==> src/rtl/vfield_pkg.sv <==
// Package: shared types for the field region selector.
// Assumes nothing beyond standard SystemVerilog.
package vfield_pkg;
    // Which configuration entry a write targets.
    typedef enum logic [1:0] {
        CFG_START = 2'd0,
        CFG_SEQ   = 2'd1,
        CFG_SWEEP = 2'd2,
        CFG_XFER  = 2'd3
    } cfg_kind_e;
endpackage

==> src/rtl/vfield_cfg_regs.sv <==
// Module: configuration store for start lines, pattern selects, sweep bits
// and the transfer line. Assumes writes are single-cycle with cfg_we high.
// Writes whose index is outside 0..NREG-1 store nothing.
module vfield_cfg_regs
    import vfield_pkg::*;
#(
    parameter int NREG   = 9,
    parameter int LINE_W = 12,
    parameter int SEQ_W  = 4,
    localparam int REG_W = $clog2(NREG)
) (
    input  logic                           clk,
    input  logic                           rst_n,
    input  logic                           cfg_we,
    input  logic [1:0]                     cfg_kind,
    input  logic [REG_W-1:0]               cfg_idx,
    input  logic [LINE_W-1:0]              cfg_wdata,
    output logic [NREG-1:0][LINE_W-1:0]    start_line,
    output logic [NREG-1:0][SEQ_W-1:0]     seq_sel,
    output logic [NREG-1:0]                sweep_en,
    output logic [LINE_W-1:0]              xfer_line
);
    cfg_kind_e kind;
    assign kind = cfg_kind_e'(cfg_kind);

    // Per-region entries, one register set per region.
    for (genvar g = 0; g < NREG; g++) begin : g_region
        // Store this region's entries when addressed.
        always_ff @(posedge clk) begin
            if (!rst_n) begin
                start_line[g] <= '0;
                seq_sel[g]    <= '0;
                sweep_en[g]   <= 1'b0;
            end else if (cfg_we && cfg_idx == REG_W'(g)) begin
                if (kind == CFG_START) start_line[g] <= cfg_wdata;
                if (kind == CFG_SEQ)   seq_sel[g]    <= cfg_wdata[SEQ_W-1:0];
                if (kind == CFG_SWEEP) sweep_en[g]   <= cfg_wdata[0];
            end
        end
    end

    // Store the transfer line; the index is not used for this entry.
    always_ff @(posedge clk) begin
        if (!rst_n)                              xfer_line <= '0;
        else if (cfg_we && kind == CFG_XFER)     xfer_line <= cfg_wdata;
    end

    assert_xfer_write_R10: assert property (@(posedge clk) disable iff (!rst_n)
        (cfg_we && cfg_kind == 2'd3) |=> (xfer_line == $past(cfg_wdata)));
endmodule

==> src/rtl/vfield_line_counter.sv <==
// Module: line counter within a field. Assumes vd and hd are one-clock
// strobes; vd wins over hd. The counter saturates at all ones.
module vfield_line_counter #(
    parameter int LINE_W = 12,
    localparam logic [LINE_W-1:0] LINE_MAX = '1
) (
    input  logic              clk,
    input  logic              rst_n,
    input  logic              vd,
    input  logic              hd,
    output logic [LINE_W-1:0] line_q,
    output logic [LINE_W-1:0] line_next
);
    // Next line value from the strobes.
    always_comb begin
        if (vd)                            line_next = '0;
        else if (hd && line_q != LINE_MAX) line_next = line_q + 1'b1;
        else                               line_next = line_q;
    end

    // Register the line count.
    always_ff @(posedge clk) begin
        if (!rst_n) line_q <= '0;
        else        line_q <= line_next;
    end

    assert_vd_clears_line_R2: assert property (@(posedge clk) disable iff (!rst_n)
        vd |=> (line_q == '0));
    assert_hd_steps_line_R3: assert property (@(posedge clk) disable iff (!rst_n)
        (hd && !vd && line_q != LINE_MAX) |=> (line_q == $past(line_q) + 1'b1));
endmodule

==> src/rtl/vfield_region_tracker.sv <==
// Module: active-region tracker. Advances one region when the line value
// produced by an hd edge equals the next region's start line. Region 0 starts
// at line 0. Assumes start lines increase across regions. It also emits a
// one-clock strobe on every region change.
module vfield_region_tracker #(
    parameter int NREG   = 9,
    parameter int LINE_W = 12,
    localparam int REG_W = $clog2(NREG),
    localparam logic [REG_W-1:0] LAST = REG_W'(NREG - 1)
) (
    input  logic                        clk,
    input  logic                        rst_n,
    input  logic                        vd,
    input  logic                        hd,
    input  logic [LINE_W-1:0]           line_next,
    input  logic [NREG-1:0][LINE_W-1:0] start_line,
    output logic [REG_W-1:0]            region_q,
    output logic                        start_q
);
    logic             advance;
    logic [REG_W-1:0] region_next;

    // Decide whether the following region's start line is reached.
    always_comb begin
        advance = 1'b0;
        for (int i = 1; i < NREG; i++) begin
            if (REG_W'(i - 1) == region_q && line_next == start_line[i])
                advance = 1'b1;
        end
    end

    // Next region: field start returns to 0; an hd edge may step once.
    always_comb begin
        if (vd)                                   region_next = '0;
        else if (hd && advance && region_q != LAST) region_next = region_q + 1'b1;
        else                                      region_next = region_q;
    end

    // Register region and change strobe.
    always_ff @(posedge clk) begin
        if (!rst_n) begin
            region_q <= '0;
            start_q  <= 1'b0;
        end else begin
            region_q <= region_next;
            start_q  <= (region_next != region_q);
        end
    end

    assert_region_single_step_R4: assert property (@(posedge clk) disable iff (!rst_n)
        !vd |=> (region_q == $past(region_q) || region_q == $past(region_q) + 1'b1));
    assert_start_on_change_R8: assert property (@(posedge clk) disable iff (!rst_n)
        (region_q != $past(region_q)) |-> start_q);
    assert_region_in_range_R9: assert property (@(posedge clk) disable iff (!rst_n)
        region_q <= LAST);
endmodule

==> src/rtl/vfield_region_sel.sv <==
// Module: top of the field region selector. Joins the configuration store,
// line counter and region tracker. It presents the active region's pattern
// select and sweep flag, plus a transfer-line flag. Assumes vd and hd are
// one-clock strobes synchronous to clk.
module vfield_region_sel #(
    parameter int NREG   = 9,
    parameter int LINE_W = 12,
    parameter int SEQ_W  = 4,
    localparam int REG_W = $clog2(NREG)
) (
    input  logic              clk,
    input  logic              rst_n,
    input  logic              vd,
    input  logic              hd,
    input  logic              cfg_we,
    input  logic [1:0]        cfg_kind,
    input  logic [REG_W-1:0]  cfg_idx,
    input  logic [LINE_W-1:0] cfg_wdata,
    output logic [LINE_W-1:0] line_o,
    output logic [REG_W-1:0]  region_o,
    output logic [SEQ_W-1:0]  seq_sel_o,
    output logic              sweep_o,
    output logic              sg_line_o,
    output logic              region_start_o
);
    logic [NREG-1:0][LINE_W-1:0] start_line;
    logic [NREG-1:0][SEQ_W-1:0]  seq_sel;
    logic [NREG-1:0]             sweep_en;
    logic [LINE_W-1:0]           xfer_line;
    logic [LINE_W-1:0]           line_next;

    vfield_cfg_regs #(.NREG(NREG), .LINE_W(LINE_W), .SEQ_W(SEQ_W)) u_cfg (
        .clk(clk), .rst_n(rst_n), .cfg_we(cfg_we), .cfg_kind(cfg_kind),
        .cfg_idx(cfg_idx), .cfg_wdata(cfg_wdata), .start_line(start_line),
        .seq_sel(seq_sel), .sweep_en(sweep_en), .xfer_line(xfer_line)
    );

    vfield_line_counter #(.LINE_W(LINE_W)) u_line (
        .clk(clk), .rst_n(rst_n), .vd(vd), .hd(hd),
        .line_q(line_o), .line_next(line_next)
    );

    vfield_region_tracker #(.NREG(NREG), .LINE_W(LINE_W)) u_region (
        .clk(clk), .rst_n(rst_n), .vd(vd), .hd(hd), .line_next(line_next),
        .start_line(start_line), .region_q(region_o), .start_q(region_start_o)
    );

    // Present the active region's settings and the transfer-line flag.
    always_comb begin
        seq_sel_o = seq_sel[region_o];
        sweep_o   = sweep_en[region_o];
        sg_line_o = (line_o == xfer_line);
    end
endmodule

==> config.mk <==
export PLATFORM = sky130hd
export DESIGN_NAME = vfield_region_sel
export DESIGN_NICKNAME = d
export VERILOG_FILES = /design/src/rtl/vfield_pkg.sv /design/src/rtl/vfield_cfg_regs.sv /design/src/rtl/vfield_line_counter.sv /design/src/rtl/vfield_region_tracker.sv /design/src/rtl/vfield_region_sel.sv
export SDC_FILE = /design/constraint.sdc
export NUM_CORES = 1
export LEC_CHECK = 0
export BUFFER_PORTS_ARGS = -buffer_cell sky130_fd_sc_hd__buf_2
export CAP_MARGIN = 20
export CORE_UTILIZATION = 30
export CTS_CLUSTER_SIZE = 24
export DETAILED_ROUTE_END_ITERATION = 16
export PLACE_DENSITY_LB_ADDON = 0.15
export SLEW_MARGIN = 10
export SYNTH_ARGS = -nofsm -noshare
export SYNTH_HDL_FRONTEND = slang
export SYNTH_SLANG_ARGS = --single-unit
export TNS_END_PERCENT = 50
==> constraint.sdc <==
create_clock -name clk -period 9.2 [get_ports clk]
set_input_delay 1.84 -clock clk [delete_from_list [all_inputs] [get_ports clk]]
set_output_delay 1.84 -clock clk [all_outputs]
set_load 0.02 [all_outputs]
### After elaboration in Yosys (flattened, before gate mapping)

Index checks and enable logic that the tools add are counted.

| word-level totals | value |
|---|---|
| input port bits | 23 |
| register bits after elaboration | 170 |
| output and inout port bits | 23 |

| operators by class | value |
|---|---|
| mux-type cells | 16 |
| equal/unequal tests | 30 |
| reductions and logical operators | 50 |
| magnitude comparators | 1 |
| add/sub/neg operators | 2 |

Operators with widths:

| kind | number |
|---|---|
| == test 12 bit | 9 |
| AND reduction 2 bit | 26 |
| 2-to-1 mux 12 bit | 2 |
| logical AND 1 bit | 21 |
| binary-select mux 4 bit (select 4 bit) | 1 |
| == test 3 x 4 -> 1 bit, first input constant | 4 |
| == test 4 x 3 -> 1 bit, second input constant | 4 |
| adder 12 x 1 -> 12 bit, second input constant | 1 |
| 2-to-1 mux 4 bit | 3 |
| != test 12 bit, second input constant | 1 |
| 2-to-1 mux 1 bit | 9 |
| == test 2 x 4 -> 1 bit, first input constant | 2 |
| == test 4 x 2 -> 1 bit, second input constant | 2 |
| logical NOT 4 bit | 2 |
| less-than comparator 4 x 5 -> 1 bit, second input constant | 1 |
| adder 4 x 1 -> 4 bit, second input constant | 1 |
| binary-select mux 1 bit (select 4 bit) | 1 |
| == test 1 x 4 -> 1 bit, first input constant | 1 |
| == test 2 bit, second input constant | 2 |
| == test 4 x 1 -> 1 bit, second input constant | 1 |
| == test 4 bit, second input constant | 1 |
| != test 4 bit | 1 |
| != test 4 bit, second input constant | 1 |
| == test 2 x 1 -> 1 bit, second input constant | 1 |
| logical NOT 2 bit | 1 |

### Depth between registers and ports, before layout

Gate-level depths: netlist (run 1).

| depth | value |
|---|---|
| depth in word-level cells | 19 |
| mapped depth | 13 |

### Modules after synthesis

A second synthesis (run 1) with hierarchy kept.

| second synthesis, totals | value |
|---|---|
| cells, all modules | 931 |
| area, all modules | 8,842.2 µm² |

Modules (own cells, without submodules):

| module | area each (µm²) | cells an instance | times used |
|---|---|---|---|
| vfield_cfg_regs | 6,083.3 | 603 | 1 |
| vfield_region_tracker | 1,500.2 | 182 | 1 |
| vfield_line_counter | 688.2 | 88 | 1 |
| vfield_region_sel | 570.5 | 58 | 1 |

### Worst setup path before layout (run 1)

OpenSTA, ideal clock, no wires.

| timing | value |
|---|---|
| path type | input-to-reg |
| start point | input hd |
| end point | register u_region.region_q[2] |
| stages | 13 |
| setup time | 0.119 ns |
| data required time | 9.081 ns |
| data arrival time | 4.299 ns |
| setup slack | 4.783 ns |
| cell sequence | buf_2 > and4_1 > buf_4 > nand4_1 > or4_1 > and2_1 > buf_2 > xnor2_1 > or4_1 > o22ai_1 > or4_4 > nand3_1 > mux2i_1 |

| on the way | value |
|---|---|
| cells in the longest elaborated chain, start to end | 17 |

Ends and longest elaborated chain:

| element | RTL line | RTL |
|---|---|---|
| from (decl) | vfield_region_sel.sv:14 | `input logic hd,` |
| logical AND 1 bit | vfield_line_counter.sv:17 | `else if (hd && line_q != LINE_MAX) line_next = line_q + 1'b1;` |
| 2-to-1 mux 12 bit | vfield_line_counter.sv:17 |  |
| 2-to-1 mux 12 bit | vfield_line_counter.sv:16 | `if (vd) line_next = '0;` |
| == test 12 bit | vfield_region_tracker.sv:27 | `if (REG_W'(i - 1) == region_q && line_next == start_line[i])` |
| logical AND 1 bit | vfield_region_tracker.sv:27 |  |
| 2-to-1 mux 1 bit (8 in a row) | vfield_region_tracker.sv:27 |  |
| logical AND 1 bit (*) (2 in a row) | vfield_region_tracker.sv:35 | `else if (hd && advance && region_q != LAST) region_next = region_q + 1'b1;` |
| 2-to-1 mux 4 bit (*) | vfield_region_tracker.sv:35 |  |
| 2-to-1 mux 4 bit (*) | vfield_region_tracker.sv:34 | `if (vd) region_next = '0;` |
| to (signal assigned) | vfield_region_tracker.sv:45 | `region_q <= region_next;` |
| to (decl) | vfield_region_tracker.sv:17 | `output logic [REG_W-1:0] region_q,` |

Mark *: on every way between the ends. The rest lies on a longest branch, timed or not.
A chain may end at the register's enable or synchronous reset.

### Worst setup path after layout (run 1)

| timing | value |
|---|---|
| start point | input vd |
| end point | register u_region.region_q[1] |

| on the way | value |
|---|---|
| cells in the longest elaborated chain, start to end | 15 |

Ends and longest elaborated chain:

| element | RTL line | RTL |
|---|---|---|
| from (decl) | vfield_region_sel.sv:13 | `input logic vd,` |
| 2-to-1 mux 12 bit | vfield_line_counter.sv:16 |  |
| == test 12 bit | vfield_region_tracker.sv:27 |  |
| logical AND 1 bit | vfield_region_tracker.sv:27 |  |
| 2-to-1 mux 1 bit (8 in a row) | vfield_region_tracker.sv:27 |  |
| logical AND 1 bit (2 in a row) | vfield_region_tracker.sv:35 |  |
| 2-to-1 mux 4 bit | vfield_region_tracker.sv:35 |  |
| 2-to-1 mux 4 bit (*) | vfield_region_tracker.sv:34 |  |

Marked as above.

==> PnR_summary.wiki, run 1 <==
{| class="wikitable"
! Metric !! Value
|-
| Accumulated negative setup slack || 0 ns
|-
| Cell total after placement || 1374
|-
| Drt initial violations || about 510
|-
| Average detailed-routed wire length per instance || just under 20 um
|-
| Kind of capture point of the worst setup path || register
|-
| Portion of total power attributed to sequential cells || approximately 48%
|-
| Synth cell types || 72
|-
| Final setup violation count || 0
|-
| Routed wire length || approximately 28000 um
|-
| Ant diodes || 0
|-
| Die boundary width || approximately 170 um
|-
| Cell area after synthesis || roughly 8800 um^2
|-
| Area of the multi-input gates || 5040 um^2
|-
| Post-route clock period utilization || between 50% and 60%
|-
| Number of antenna violations at the first check in global routing || 0
|-
| Slowest CP cell || sky130_fd_sc_hd__buf_2
|-
| VDD IR-drop max || about 120 uV
|-
| Vias per cell || about 5.1
|-
| Proportion of synthesized flip-flops having asynchronous set or reset || 0%
|-
| Net Count, Synth || ~1100
|-
| Layout overhead on the synthesized area || 11.3%
|-
| Area occupied by registers || roughly 3400 um^2
|-
| Maximum number of pins on one net before global-route repair || 93
|-
| Half-perimeter wire length of the detailed placement result || around 20000 um
|-
| Drt drc || 0
|-
| Worst-case clock buffer depth || 2
|-
| Flops & latches, synth || between 150 and 200
|-
| Post-CTS Repair Setup Buffers || 0
|-
| Part of the Yosys area used for sequential elements || 38.5%
|-
| Peak fanout along the critical path || between 50 and 60
|-
| Post-synthesis cell type with the largest combined area || sky130_fd_sc_hd__dfxtp_1
|-
| Top post-synthesis cells by area || sky130_fd_sc_hd__dfxtp_1 39%, sky130_fd_sc_hd__mux2i_1 17%, sky130_fd_sc_hd__nor2_1 7.5%, sky130_fd_sc_hd__xnor2_1 4.9%, sky130_fd_sc_hd__nand2_1 3.6%
|-
| RSZ-0062 raised after global routing || false
|-
| Fill cell count || 3074
|-
| Count of max-cap constraint violations || 0
|-
| Vertical die dimension || 174 um
|-
| TritonCTS sink count || 170
|-
| Number of flops mapped to enable cells by yosys || 0
|-
| Data arrival time at the worst-slack endpoint || roughly 5.0 ns
|-
| Yosys warning total || 0
|-
| Maximum clock frequency || roughly 220 MHz
|-
| Count of vias placed by the detailed router || between 7000 and 8000
|-
| Register-to-register setup slack || roughly 5.2 ns
|-
| Pre-antenna DRT Iters || 5
|-
| Slew at the pin closest to its max-slew limit || around 1 ns
|-
| Met3 Track Usage GR || under 10%
|-
| Count of placed standard cells in the final layout, fillers left out || between 1000 and 1500
|-
| Count of nets after finishing || between 1000 and 1500
|-
| Clock edge transition at the registers on the reported setup and hold paths || roughly 0.070 ns
|-
| HP Start || u_cfg.seq_sel[17]
|-
| Final hold vios || 0
|-
| Clock group share of total power || 46.0%
|-
| Class of the tightest hold or removal check || reg -> reg
|-
| P_leak || roughly 4.0 nW
|-
| Via count of the first global-routing pass || around 7000
|-
| Floorplan die area || 30100 um^2
|-
| Layout cell share with drive strength beyond 1 || 11.0%
|-
| Net switching fraction of the power || about 26%
|-
| Critical Path Source || vd
|-
| Cell area power density || around 160 nW/um^2
|-
| First-pass GRT wire length || 43100 um
|-
| Area fraction of the dominant cell type after synthesis || 38.5%
|-
| Post-synthesis cell count || 1024
|-
| Detail Route Antenna Nets || 0
|-
| Total congestion overflow || 0
|-
| CTS tree || yes
|-
| Internal power summed over all cells || about 1.2 mW
|-
| Area inside the core boundary || 28900 um^2
|-
| Fin crit period || between 4 and 5 ns
|-
| End of the worst register-to-register path || u_region.region_q[1]
|-
| Cell count of the worst reg-to-reg path || 11
|-
| Post_cts resized || 0
|-
| Met2 capacity usage during global routing || 29.9%
|-
| Outcome || complete, no violations
|-
| Count of H-tree levels built during CTS || 4
|-
| Area post-placement || just over 9000 um^2
|-
| Clk root buf || sky130_fd_sc_hd__clkbuf_16
|-
| Clock latency on the worst-skew pair || ~0.44 ns
|-
| Comb power frac || under 10%
|-
| Switching pwr || between 0.4 and 0.5 mW
|-
| Launching point of the worst reg2reg path || u_line.line_q[0]
|-
| Port buffer count || between 40 and 50
|-
| Startpoint type of the worst setup path || input pin
|-
| Overall fraction of global-route tracks in use || between 10% and 20%
|-
| List of cells traversed by the critical path || buf_2 > inv_1 > o21ai_1 > o21bai_2 > xnor2_1 > or4_1 > nor4_1 > o2bb2ai_1 > or4_4 > nand2_2 > mux2i_1
|-
| Average instance area after synthesis || between 8 and 9 um^2
|-
| Relative max-transition margin || ~35%
|-
| Hold Path Cell Cnt || 2
|-
| I/O pin cnt || 46
|-
| CP max stage delay || between 0.6 and 0.7 ns
|-
| Pins Over Slew Limit || 0
|-
| Met1 Usage GRT || a little over a quarter
|-
| Data required time at the worst endpoint || roughly 9.5 ns
|-
| GRT Max-Usage Layer || met2
|-
| Final std cell area, no fill || ~10000 um^2
|-
| Min Hold Slack || 0.459 ns
|-
| CTS buffer count || 17
|-
| RD Place Congestion || between 0.8 and 0.9
|-
| Hold-fix buffers at CTS || 0
|-
| Worst clock skew || 0.0177 ns
|-
| Most used DFF post-synth || sky130_fd_sc_hd__dfxtp_1
|-
| Starting Density || 30.6%
|-
| Hold Path Sink || u_cfg.seq_sel[17]
|-
| Category of the most critical setup path || in -> reg
|-
| Std cell rows || 62
|}
-- cell usage in the layout, fill, tap and decap left out, types with 14 or more instances in the layout --
cell type / netlist / routed
sky130_fd_sc_hd__a21oi_1: 46 / 46
sky130_fd_sc_hd__buf_2: 8 / 45
sky130_fd_sc_hd__clkbuf_16: 0 / 17
sky130_fd_sc_hd__dfxtp_1: 170 / 170
sky130_fd_sc_hd__mux2i_1: 146 / 146
sky130_fd_sc_hd__nand2_1: 85 / 85
sky130_fd_sc_hd__nand3_1: 22 / 22
sky130_fd_sc_hd__nand4_1: 22 / 22
sky130_fd_sc_hd__nor2_1: 176 / 176
sky130_fd_sc_hd__nor3_1: 18 / 16
sky130_fd_sc_hd__nor4_1: 14 / 14
sky130_fd_sc_hd__o21ai_0: 14 / 14
sky130_fd_sc_hd__xnor2_1: 49 / 49
sky130_fd_sc_hd__xor2_1: 19 / 19
-- critical path, delay by kind of cell --
kind | cells | cell delay [ns]
buffers and inverters | 2 | 1.06
and+or+nand+nor | 4 | 1.06
AOI/OAI and AO/OA | 3 | 0.73
muxes | 1 | 0.14
xor gates and xnor gates | 1 | 0.10
-- synth_stat cells (3+ instances only) --
library cell                number
sky130_fd_sc_hd__nor2_1        176
sky130_fd_sc_hd__dfxtp_1       170
sky130_fd_sc_hd__mux2i_1       146
sky130_fd_sc_hd__nand2_1        85
sky130_fd_sc_hd__clkbuf_1       62
sky130_fd_sc_hd__xnor2_1        49
sky130_fd_sc_hd__a21oi_1        46
sky130_fd_sc_hd__nand3_1        22
sky130_fd_sc_hd__nand4_1        22
sky130_fd_sc_hd__xor2_1         19
sky130_fd_sc_hd__nor3_1         18
sky130_fd_sc_hd__nor4_1         14
sky130_fd_sc_hd__o21ai_0        14
sky130_fd_sc_hd__o22ai_1        12
sky130_fd_sc_hd__inv_1          11
sky130_fd_sc_hd__buf_1           9
sky130_fd_sc_hd__buf_2           8
sky130_fd_sc_hd__or3_1           8
sky130_fd_sc_hd__a31oi_1         7
sky130_fd_sc_hd__nor2b_1         7
sky130_fd_sc_hd__o2111ai_1       7
sky130_fd_sc_hd__buf_4           6
sky130_fd_sc_hd__or4_1           6
sky130_fd_sc_hd__and2_1          5
sky130_fd_sc_hd__ha_1            5
sky130_fd_sc_hd__mux4_2          5
sky130_fd_sc_hd__nand2b_1        5
sky130_fd_sc_hd__a2111oi_0       4
sky130_fd_sc_hd__a22oi_1         4
sky130_fd_sc_hd__and3_1          4
sky130_fd_sc_hd__o211ai_1        4
sky130_fd_sc_hd__o21a_1          4
sky130_fd_sc_hd__o2bb2ai_1       4
sky130_fd_sc_hd__a211o_1         3
sky130_fd_sc_hd__a211oi_1        3
sky130_fd_sc_hd__a21o_1          3
sky130_fd_sc_hd__and4_1          3
-- worst max-delay path by stage --
stage                            to  slack (ns)  cells after the start
4_1_cts        u_region.region_q[1]        4.60                     11
5_1_grt        u_region.region_q[0]        4.37                     11
3_3_place_gp   u_region.region_q[1]        4.21                     11
2_1_floorplan  u_region.region_q[2]        4.78                     13
3_5_place_dp   u_region.region_q[1]        4.16                     11
6_report       u_region.region_q[1]        4.56                     11
-- layout make-up --
type                    count  area share [%]
flip-flops and latches    170            34.6
clock inverters            15            1.59
repair buffers             51            2.75
well taps                 384            4.89
clock buffers              17            4.33
multi-input cells         758            51.3
inverters                  11           0.446
-- routing by layer --
metal	vias up	share of wire (%)
met4	0	1.6
met3	28	3.2
met1	3507	49
met5	-	0
met2	150	46
li1	3551	-
-- per-stage QoR --
step           setup WS, ns  util [%]  total power, mW
5_1_grt                4.37      34.0             1.62
6_report               4.56      34.0             1.56
2_1_floorplan          4.78         -            0.826
3_5_place_dp           4.16      32.0            0.858
3_3_place_gp           4.21      32.0            0.859
4_1_cts                4.60      34.0             1.58
-- state kept, by name, indices dropped and copies added (netlist names) --
| register | count |
|---|---|
| u_cfg.start_line | 96 |
| u_region.start_q | 1 |
| u_region.region_q | 4 |
| u_cfg.sweep_en | 9 |
| u_cfg.seq_sel | 36 |
| u_cfg.xfer_line | 12 |
| u_line.line_q | 12 |
-- cell families after synthesis --
logic type / Yosys count / share of synthesized area [%]
simple gates: 393 / 20.7
flops: 170 / 38.5
compound gates: 140 / 10.8
mux: 152 / 18.0
xor+xnor: 68 / 6.75
buf+inv: 96 / 4.45
fa+ha+maj: 5 / 0.709
-- power by group through the flow --
stage | combinational [mW] | clock [mW] | sequential, mW
floorplan | 0.0637 | 0 | 0.762
global placement | 0.0945 | 0 | 0.764
detailed placement | 0.0943 | 0 | 0.764
CTS | 0.0945 | 0.739 | 0.747
global route | 0.102 | 0.770 | 0.747
finish | 0.0937 | 0.717 | 0.747
Note: power is estimated with default switching activity, not from simulation.
==> run 2: changes to the inputs <==
clock period = 4.4 ns   (was 9.2 ns; I/O delays follow)
==> PnR_summary.wiki, run 2 (synthesis gave the netlist of run 1 again) <==
{| class="wikitable"
! Metric !! Value
|-
| Outcome || complete, no violations
|-
| Die boundary width || 174 um (unchanged)
|-
| Via count of the first global-routing pass || 7000 (-0.34%)
|-
| Accumulated negative setup slack || 0 ns (unchanged)
|-
| Cell count of the worst reg-to-reg path || 11 (unchanged)
|-
| Ant diodes || 0 (unchanged)
|-
| Worst-case clock buffer depth || 2 (unchanged)
|-
| Half-perimeter wire length of the detailed placement result || 20500 um (+2.0%)
|-
| Top flop regs || u_cfg.start_line: 96 flops, u_cfg.seq_sel: 36 flops
|-
| First-pass GRT wire length || 43900 um (+2.0%)
|-
| Starting Density || 30.6% (unchanged)
|-
| Post-CTS Repair Setup Buffers || 0 (unchanged)
|-
| Maximum number of pins on one net before global-route repair || 78 (-16%)
|-
| Peak fanout along the critical path || 9 (-83%)
|-
| Data arrival time at the worst-slack endpoint || 4.02 ns (-0.93 ns)
|-
| Detail Route Antenna Nets || 0 (unchanged)
|-
| Routed wire length || 28500 um (+2.6%)
|-
| Most used cells in the layout excluding fill and tap cells || 176 x sky130_fd_sc_hd__nor2_1, 170 x sky130_fd_sc_hd__dfxtp_1, 146 x sky130_fd_sc_hd__mux2i_1, 85 x sky130_fd_sc_hd__nand2_1, 49 x sky130_fd_sc_hd__xnor2_1
|-
| Flip-flop count of the largest register after layout || 96 (unchanged)
|-
| Floorplan die area || 30100 um^2 (unchanged)
|-
| Average detailed-routed wire length per instance || 20.0 um (+1.4%)
|-
| Pre-antenna DRT Iters || 5 (unchanged)
|-
| Count of nets after finishing || 1054 (+1.6%)
|-
| Clk root buf || sky130_fd_sc_hd__clkbuf_16
|-
| Slowest CP cell || sky130_fd_sc_hd__nor2_1
|-
| Category of the most critical setup path || reg -> reg
|-
| Data required time at the worst endpoint || 4.77 ns (-4.74 ns)
|-
| Maximum clock frequency || about 270 MHz
|-
| Count of H-tree levels built during CTS || 4 (unchanged)
|-
| Drt drc || 0 (unchanged)
|-
| Post-route clock period utilization || between 80% and 90%
|-
| Total power || 3.26 mW (+110%)
|-
| Crit-path leading delay family || simple AND/OR/NAND/NOR gates
|-
| Drt initial violations || 564 (+10%)
|-
| I/O pin cnt || 46 (unchanged)
|-
| Fin crit period || 3.65 ns
|-
| CTS tree || yes
|-
| Fill cell count || 3060 (-0.46%)
|-
| Relative max-transition margin || 36.3% (+1.7 points)
|-
| Count of vias placed by the detailed router || 7328 (+1.3%)
|-
| HP Start || u_cfg.seq_sel[17]
|-
| Kind of capture point of the worst setup path || register
|-
| Hold-fix buffers at CTS || 0 (unchanged)
|-
| Area inside the core boundary || 28900 um^2 (unchanged)
|-
| Final setup violation count || 0 (unchanged)
|-
| Port buffer count || 45 (unchanged)
|-
| Hold Path Cell Cnt || 2 (unchanged)
|-
| Startpoint type of the worst setup path || register
|-
| Pins Over Slew Limit || 0 (unchanged)
|-
| Slew at the pin closest to its max-slew limit || 0.954 ns (-0.0281 ns)
|-
| Post_cts resized || 0 (unchanged)
|-
| Layout cell share with drive strength beyond 1 || 12.4% (+1.5 points)
|-
| End of the worst register-to-register path || u_region.region_q[0]
|-
| Final hold vios || 0 (unchanged)
|-
| Worst clock skew || 0.0114 ns (-0.00630 ns)
|-
| VDD IR-drop max || 252 uV (+100%)
|-
| P_leak || 4.13 nW (+2.5%)
|-
| TritonCTS sink count || 170 (unchanged)
|-
| Total congestion overflow || 0 (unchanged)
|-
| CP max stage delay || 0.58 ns (-0.11 ns)
|-
| Cell area power density || 328 nW/um^2 (+110%)
|-
| Hold Path Sink || u_cfg.seq_sel[17]
|-
| Combined buffer and inverter count along the critical path || 0 (-2)
|-
| CTS buffer count || 17 (unchanged)
|-
| Overall fraction of global-route tracks in use || 19.1% (+0.25 points)
|-
| Vertical die dimension || 174 um (unchanged)
|-
| RSZ-0062 raised after global routing || false
|-
| List of cells traversed by the critical path || ha_1 > nand3_2 > o41ai_2 > xor2_1 > nor2_1 > xor2_1 > nor4_1 > o2bb2ai_1 > or4_4 > nand2_2 > mux2i_1
|-
| Clock latency on the worst-skew pair || 0.44 ns (about the same)
|-
| Number of antenna violations at the first check in global routing || 0 (unchanged)
|-
| Layout overhead on the synthesized area || 12.8%
|-
| Std cell rows || 62 (unchanged)
|-
| Vias per cell || 5.15 (about the same)
|-
| Most common cell after layout, fill and taps aside || sky130_fd_sc_hd__nor2_1
|-
| Clock edge transition at the registers on the reported setup and hold paths || 0.07 ns (about the same)
|-
| RD Place Congestion || 0.903 (+2.3%)
|-
| Min Hold Slack || 0.461 ns (+0.00198 ns)
|-
| Register with the most flip-flops || u_cfg.start_line
|-
| Register-to-register setup slack || 0.75 ns (-4.49 ns)
|-
| Count of max-cap constraint violations || 0 (unchanged)
|-
| Top cell by count, worst path || sky130_fd_sc_hd__xor2_1
|-
| Launching point of the worst reg2reg path || u_line.line_q[0]
|-
| Class of the tightest hold or removal check || reg -> reg
|}
==> run 2: changes by cell type in the layout (fill, tap and decap cells not counted) <==
cell,delta
sky130_fd_sc_hd__clkinvlp_4,-3
sky130_fd_sc_hd__buf_4,+16
sky130_fd_sc_hd__clkinv_2,+1
sky130_fd_sc_hd__bufinv_16,-1
sky130_fd_sc_hd__clkinv_8,+2
sky130_fd_sc_hd__buf_12,+1
sky130_fd_sc_hd__clkinv_4,+1
==> run 2: area by class of cell <==
class                           instances  area (um^2)  share of cell area [%]
Multi-Input combinational cell        758         5040                    50.6
Sequential cell                       170         3400                    34.2
Tap cell                              384          480                    4.83
Clock buffer                           17          425                    4.27
Timing Repair Buffer                   68          410                    4.12
Clock inverter                         15          150                    1.51
Inverter                               11         43.8                   0.440
==> run 2: worst min-delay path: cells and delay by family (launching register included) <==
family | cells | cell delay [ns]
AND/OR/NAND/NOR | 1 | 0.05
AO/OA/AOI/OAI | 1 | 0.05
flip-flops | 1 | 0.31
==> run 2: stage by stage <==
| step | setup slack (ns) | util [%] | cell area [um^2] | cells |
|---|---|---|---|---|
| after detailed placement | 0.491 | 32.5 | 9380 | 1391 |
| after CTS | 0.804 | 34.5 | 9960 | 1423 |
| final | 0.747 | 34.5 | 9960 | 1423 |
| after floorplan | 0.943 | - | 8830 | 1024 |
| after global routing | 0.582 | 34.5 | 9960 | 1423 |
| after global placement | 0.533 | 32.5 | 9380 | 1391 |
==> run 2: how the worst max path moves through the flow <==
| stage | from | endpoint | slack [ns] | depth (start not counted) |
|---|---|---|---|---|
| floorplan | hd | u_region.region_q[2] | 0.94 | 13 |
| global placement | hd | u_region.region_q[2] | 0.53 | 11 |
| detailed placement | hd | u_region.region_q[0] | 0.49 | 10 |
| CTS | u_line.line_q[0] | u_region.region_q[0] | 0.80 | 11 |
| global route | u_line.line_q[0] | u_region.region_q[1] | 0.58 | 11 |
| finish | u_line.line_q[0] | u_region.region_q[0] | 0.75 | 11 |
==> run 2: per-layer routing <==
layer / track usage, % / routed length, um
met5: 0 / 0
met4: 5.05 / 416
met3: 2.37 / 937
met2: 29.8 / 12800
met1: 27.6 / 14400
==> run 2: report_power, final <==
part | switching [mW] | internal [mW] | total, mW
Clock | 0.739 | 0.756 | 1.50
Sequential | 0.0114 | 1.55 | 1.56
Combinational | 0.144 | 0.0623 | 0.206
==> run 3: changes to the inputs <==
clock period = 3.6 ns   (was 4.4 ns; I/O delays follow)
==> PnR_summary.wiki, run 3 (synthesis gave the netlist of run 1 again) <==
{| class="wikitable"
! Metric !! Value
|-
| Outcome || complete, no violations
|-
| Routed wire length || 29200 um (+2.3%)
|-
| CTS tree || yes
|-
| Clock edge transition at the registers on the reported setup and hold paths || 0.07 ns (about the same)
|-
| Clk root buf || sky130_fd_sc_hd__clkbuf_16
|-
| Slew at the pin closest to its max-slew limit || 0.892 ns (-0.0617 ns)
|-
| Accumulated negative setup slack || 0 ns (unchanged)
|-
| Total power || 3.91 mW (+20%)
|-
| Average detailed-routed wire length per instance || 20.0 um (-0.12%)
|-
| Clock latency on the worst-skew pair || 0.45 ns (about the same)
|-
| Most used cells in the layout excluding fill and tap cells || 175 x sky130_fd_sc_hd__nor2_1, 170 x sky130_fd_sc_hd__dfxtp_1, 146 x sky130_fd_sc_hd__mux2i_1, 85 x sky130_fd_sc_hd__nand2_1, 56 x sky130_fd_sc_hd__buf_4
|-
| Fill cell count || 3042 (-0.59%)
|-
| Drt initial violations || 601 (+6.6%)
|-
| Final hold vios || 0 (unchanged)
|-
| Half-perimeter wire length of the detailed placement result || 21200 um (+3.6%)
|-
| Post-route clock period utilization || 93.6% (+11 points)
|-
| Data required time at the worst endpoint || 3.93 ns (-0.84 ns)
|-
| Cell area power density || 383 nW/um^2 (+17%)
|-
| Top flop regs || u_cfg.start_line: 96 flops, u_cfg.seq_sel: 36 flops
|-
| Std cell rows || 62 (unchanged)
|-
| Worst-case clock buffer depth || 2 (unchanged)
|-
| Area of the multi-input gates || 5040 um^2 (about the same)
|-
| Count of H-tree levels built during CTS || 4 (unchanged)
|-
| Area inside the core boundary || 28900 um^2 (unchanged)
|-
| Kind of capture point of the worst setup path || register
|-
| Maximum number of pins on one net before global-route repair || 64 (-18%)
|-
| Most common cell after layout, fill and taps aside || sky130_fd_sc_hd__nor2_1
|-
| Register with the most flip-flops || u_cfg.start_line
|-
| Peak fanout along the critical path || 8 (-1)
|-
| Layout cell share with drive strength beyond 1 || 15.3% (+2.9 points)
|-
| Vertical die dimension || 174 um (unchanged)
|-
| Cell total after placement || 1423 (+2.3%)
|-
| RD Place Congestion || 0.921 (+1.9%)
|-
| Flip-flop count of the largest register after layout || 96 (unchanged)
|-
| Ant diodes || 0 (unchanged)
|-
| TritonCTS sink count || 170 (unchanged)
|-
| Worst clock skew || 0.00905 ns (-0.00233 ns)
|-
| Startpoint type of the worst setup path || register
|-
| Count of placed standard cells in the final layout, fillers left out || 1458 (+2.5%)
|-
| Total congestion overflow || 0 (unchanged)
|-
| Starting Density || 30.6% (unchanged)
|-
| Category of the most critical setup path || reg -> reg
|-
| Hold-fix buffers at CTS || 0 (unchanged)
|-
| Area occupied by registers || 3400 um^2 (unchanged)
|-
| Floorplan die area || 30100 um^2 (unchanged)
|-
| Count of max-cap constraint violations || 0 (unchanged)
|-
| Class of the tightest hold or removal check || reg -> reg
|-
| Die boundary width || 174 um (unchanged)
|-
| Count of vias placed by the detailed router || 7546 (+3.0%)
|-
| RSZ-0062 raised after global routing || false
|-
| Port buffer count || 45 (unchanged)
|-
| Detail Route Antenna Nets || 0 (unchanged)
|-
| Final setup violation count || 0 (unchanged)
|-
| Layout Utilization || 35.4% (+0.87 points)
|-
| Maximum clock frequency || 297 MHz (+8.4%)
|-
| VDD IR-drop max || 324 uV (+29%)
|-
| CTS buffer count || 17 (unchanged)
|-
| Via count of the first global-routing pass || 7294 (+4.2%)
|-
| I/O pin cnt || 46 (unchanged)
|-
| Relative max-transition margin || 40.0% (+3.7 points)
|-
| Vias per cell || 5.18 (+0.50%)
|-
| Overall fraction of global-route tracks in use || 19.8% (+0.66 points)
|-
| Pre-antenna DRT Iters || 5 (unchanged)
|-
| Pins Over Slew Limit || 0 (unchanged)
|-
| First-pass GRT wire length || 45000 um (+2.5%)
|-
| Fin crit period || 3.37 ns (-0.282 ns)
|-
| Count of nets after finishing || 1089 (+3.3%)
|-
| P_leak || 4.28 nW (+3.7%)
|-
| Layout overhead on the synthesized area || 15.6%
|-
| Drt drc || 0 (unchanged)
|-
| Data arrival time at the worst-slack endpoint || 3.70 ns (-0.32 ns)
|-
| Number of antenna violations at the first check in global routing || 0 (unchanged)
|}
==> run 3: cell count changes in the layout (fill, tap and decap cells not counted), sizes merged <==
cell,before,now
clkbuf,17,20
inv,20,14
clkinvlp,2,5
buf,68,103
==> run 3: report_power, final <==
| part | switching (mW) | internal (mW) | leakage [nW] | total [mW] |
|---|---|---|---|---|
| clock network | 0.813 | 0.924 | 0.255 | 1.74 |
| registers | 0.0118 | 1.89 | 1.37 | 1.91 |
| logic | 0.181 | 0.0829 | 2.66 | 0.264 |
==> run 3: worst paths after layout <==
kind                          start              endpoint  slack, ns  cells past startpoint
hold reg to reg   u_cfg.seq_sel[18]     u_cfg.seq_sel[18]       0.46                      2
setup / recovery   u_line.line_q[8]  u_region.region_q[2]       0.23                     11
setup reg to reg   u_line.line_q[8]  u_region.region_q[2]       0.23                     11
hold / removal    u_cfg.seq_sel[18]     u_cfg.seq_sel[18]       0.46                      2
==> run 3: final cells by class <==
| cell class | count | area share [%] |
|---|---|---|
| tap | 384 | 4.71 |
| clock buffer | 20 | 4.47 |
| clock inverter | 12 | 0.895 |
| timing repair buffer | 103 | 6.72 |
| multi-input combinational | 758 | 49.4 |
| sequential | 170 | 33.3 |
| inverter | 11 | 0.429 |
==> run 3: repair_timing <==
item | CTS | global route
resized for setup | 0 | 1
endpoints found under the hold margin | 0 | 0
setup buffers | 0 | 3
endpoints found under the setup margin | 0 | 1
==> run 3: per-layer routing <==
| metal | global-route usage [%] | wire length, um | vias to the layer above |
|---|---|---|---|
| li1 | - | - | 3658 |
| met1 | 28.0 | 14500 | 3665 |
| met2 | 30.7 | 13100 | 190 |
| met3 | 2.79 | 1040 | 33 |
| met4 | 6.38 | 566 | 0 |
| met5 | 0 | 0 | - |
==> run 3: critical path, cell delays in order, from the launching register on <==
cell and delay, ns:
sky130_fd_sc_hd__dfxtp_1 0.43, sky130_fd_sc_hd__buf_4 0.18, sky130_fd_sc_hd__and2_0 0.30, sky130_fd_sc_hd__nand4_1 0.20, sky130_fd_sc_hd__or4_1 0.48, sky130_fd_sc_hd__and2_1 0.32
sky130_fd_sc_hd__xnor2_1 0.18, sky130_fd_sc_hd__or4_1 0.51, sky130_fd_sc_hd__o22ai_1 0.21, sky130_fd_sc_hd__or4_4 0.20, sky130_fd_sc_hd__nand3_1 0.10, sky130_fd_sc_hd__mux2i_1 0.13
==> run 3: per-stage QoR <==
stage,hold slack [ns],instance area (um^2),worst slack (ns)
2_1_floorplan,0.433,8830,0.303
5_1_grt,0.484,10200,0.107
3_3_place_gp,0.444,9630,0.0849
4_1_cts,0.457,10200,0.166
6_report,0.456,10200,0.229
3_5_place_dp,0.448,9630,0.126
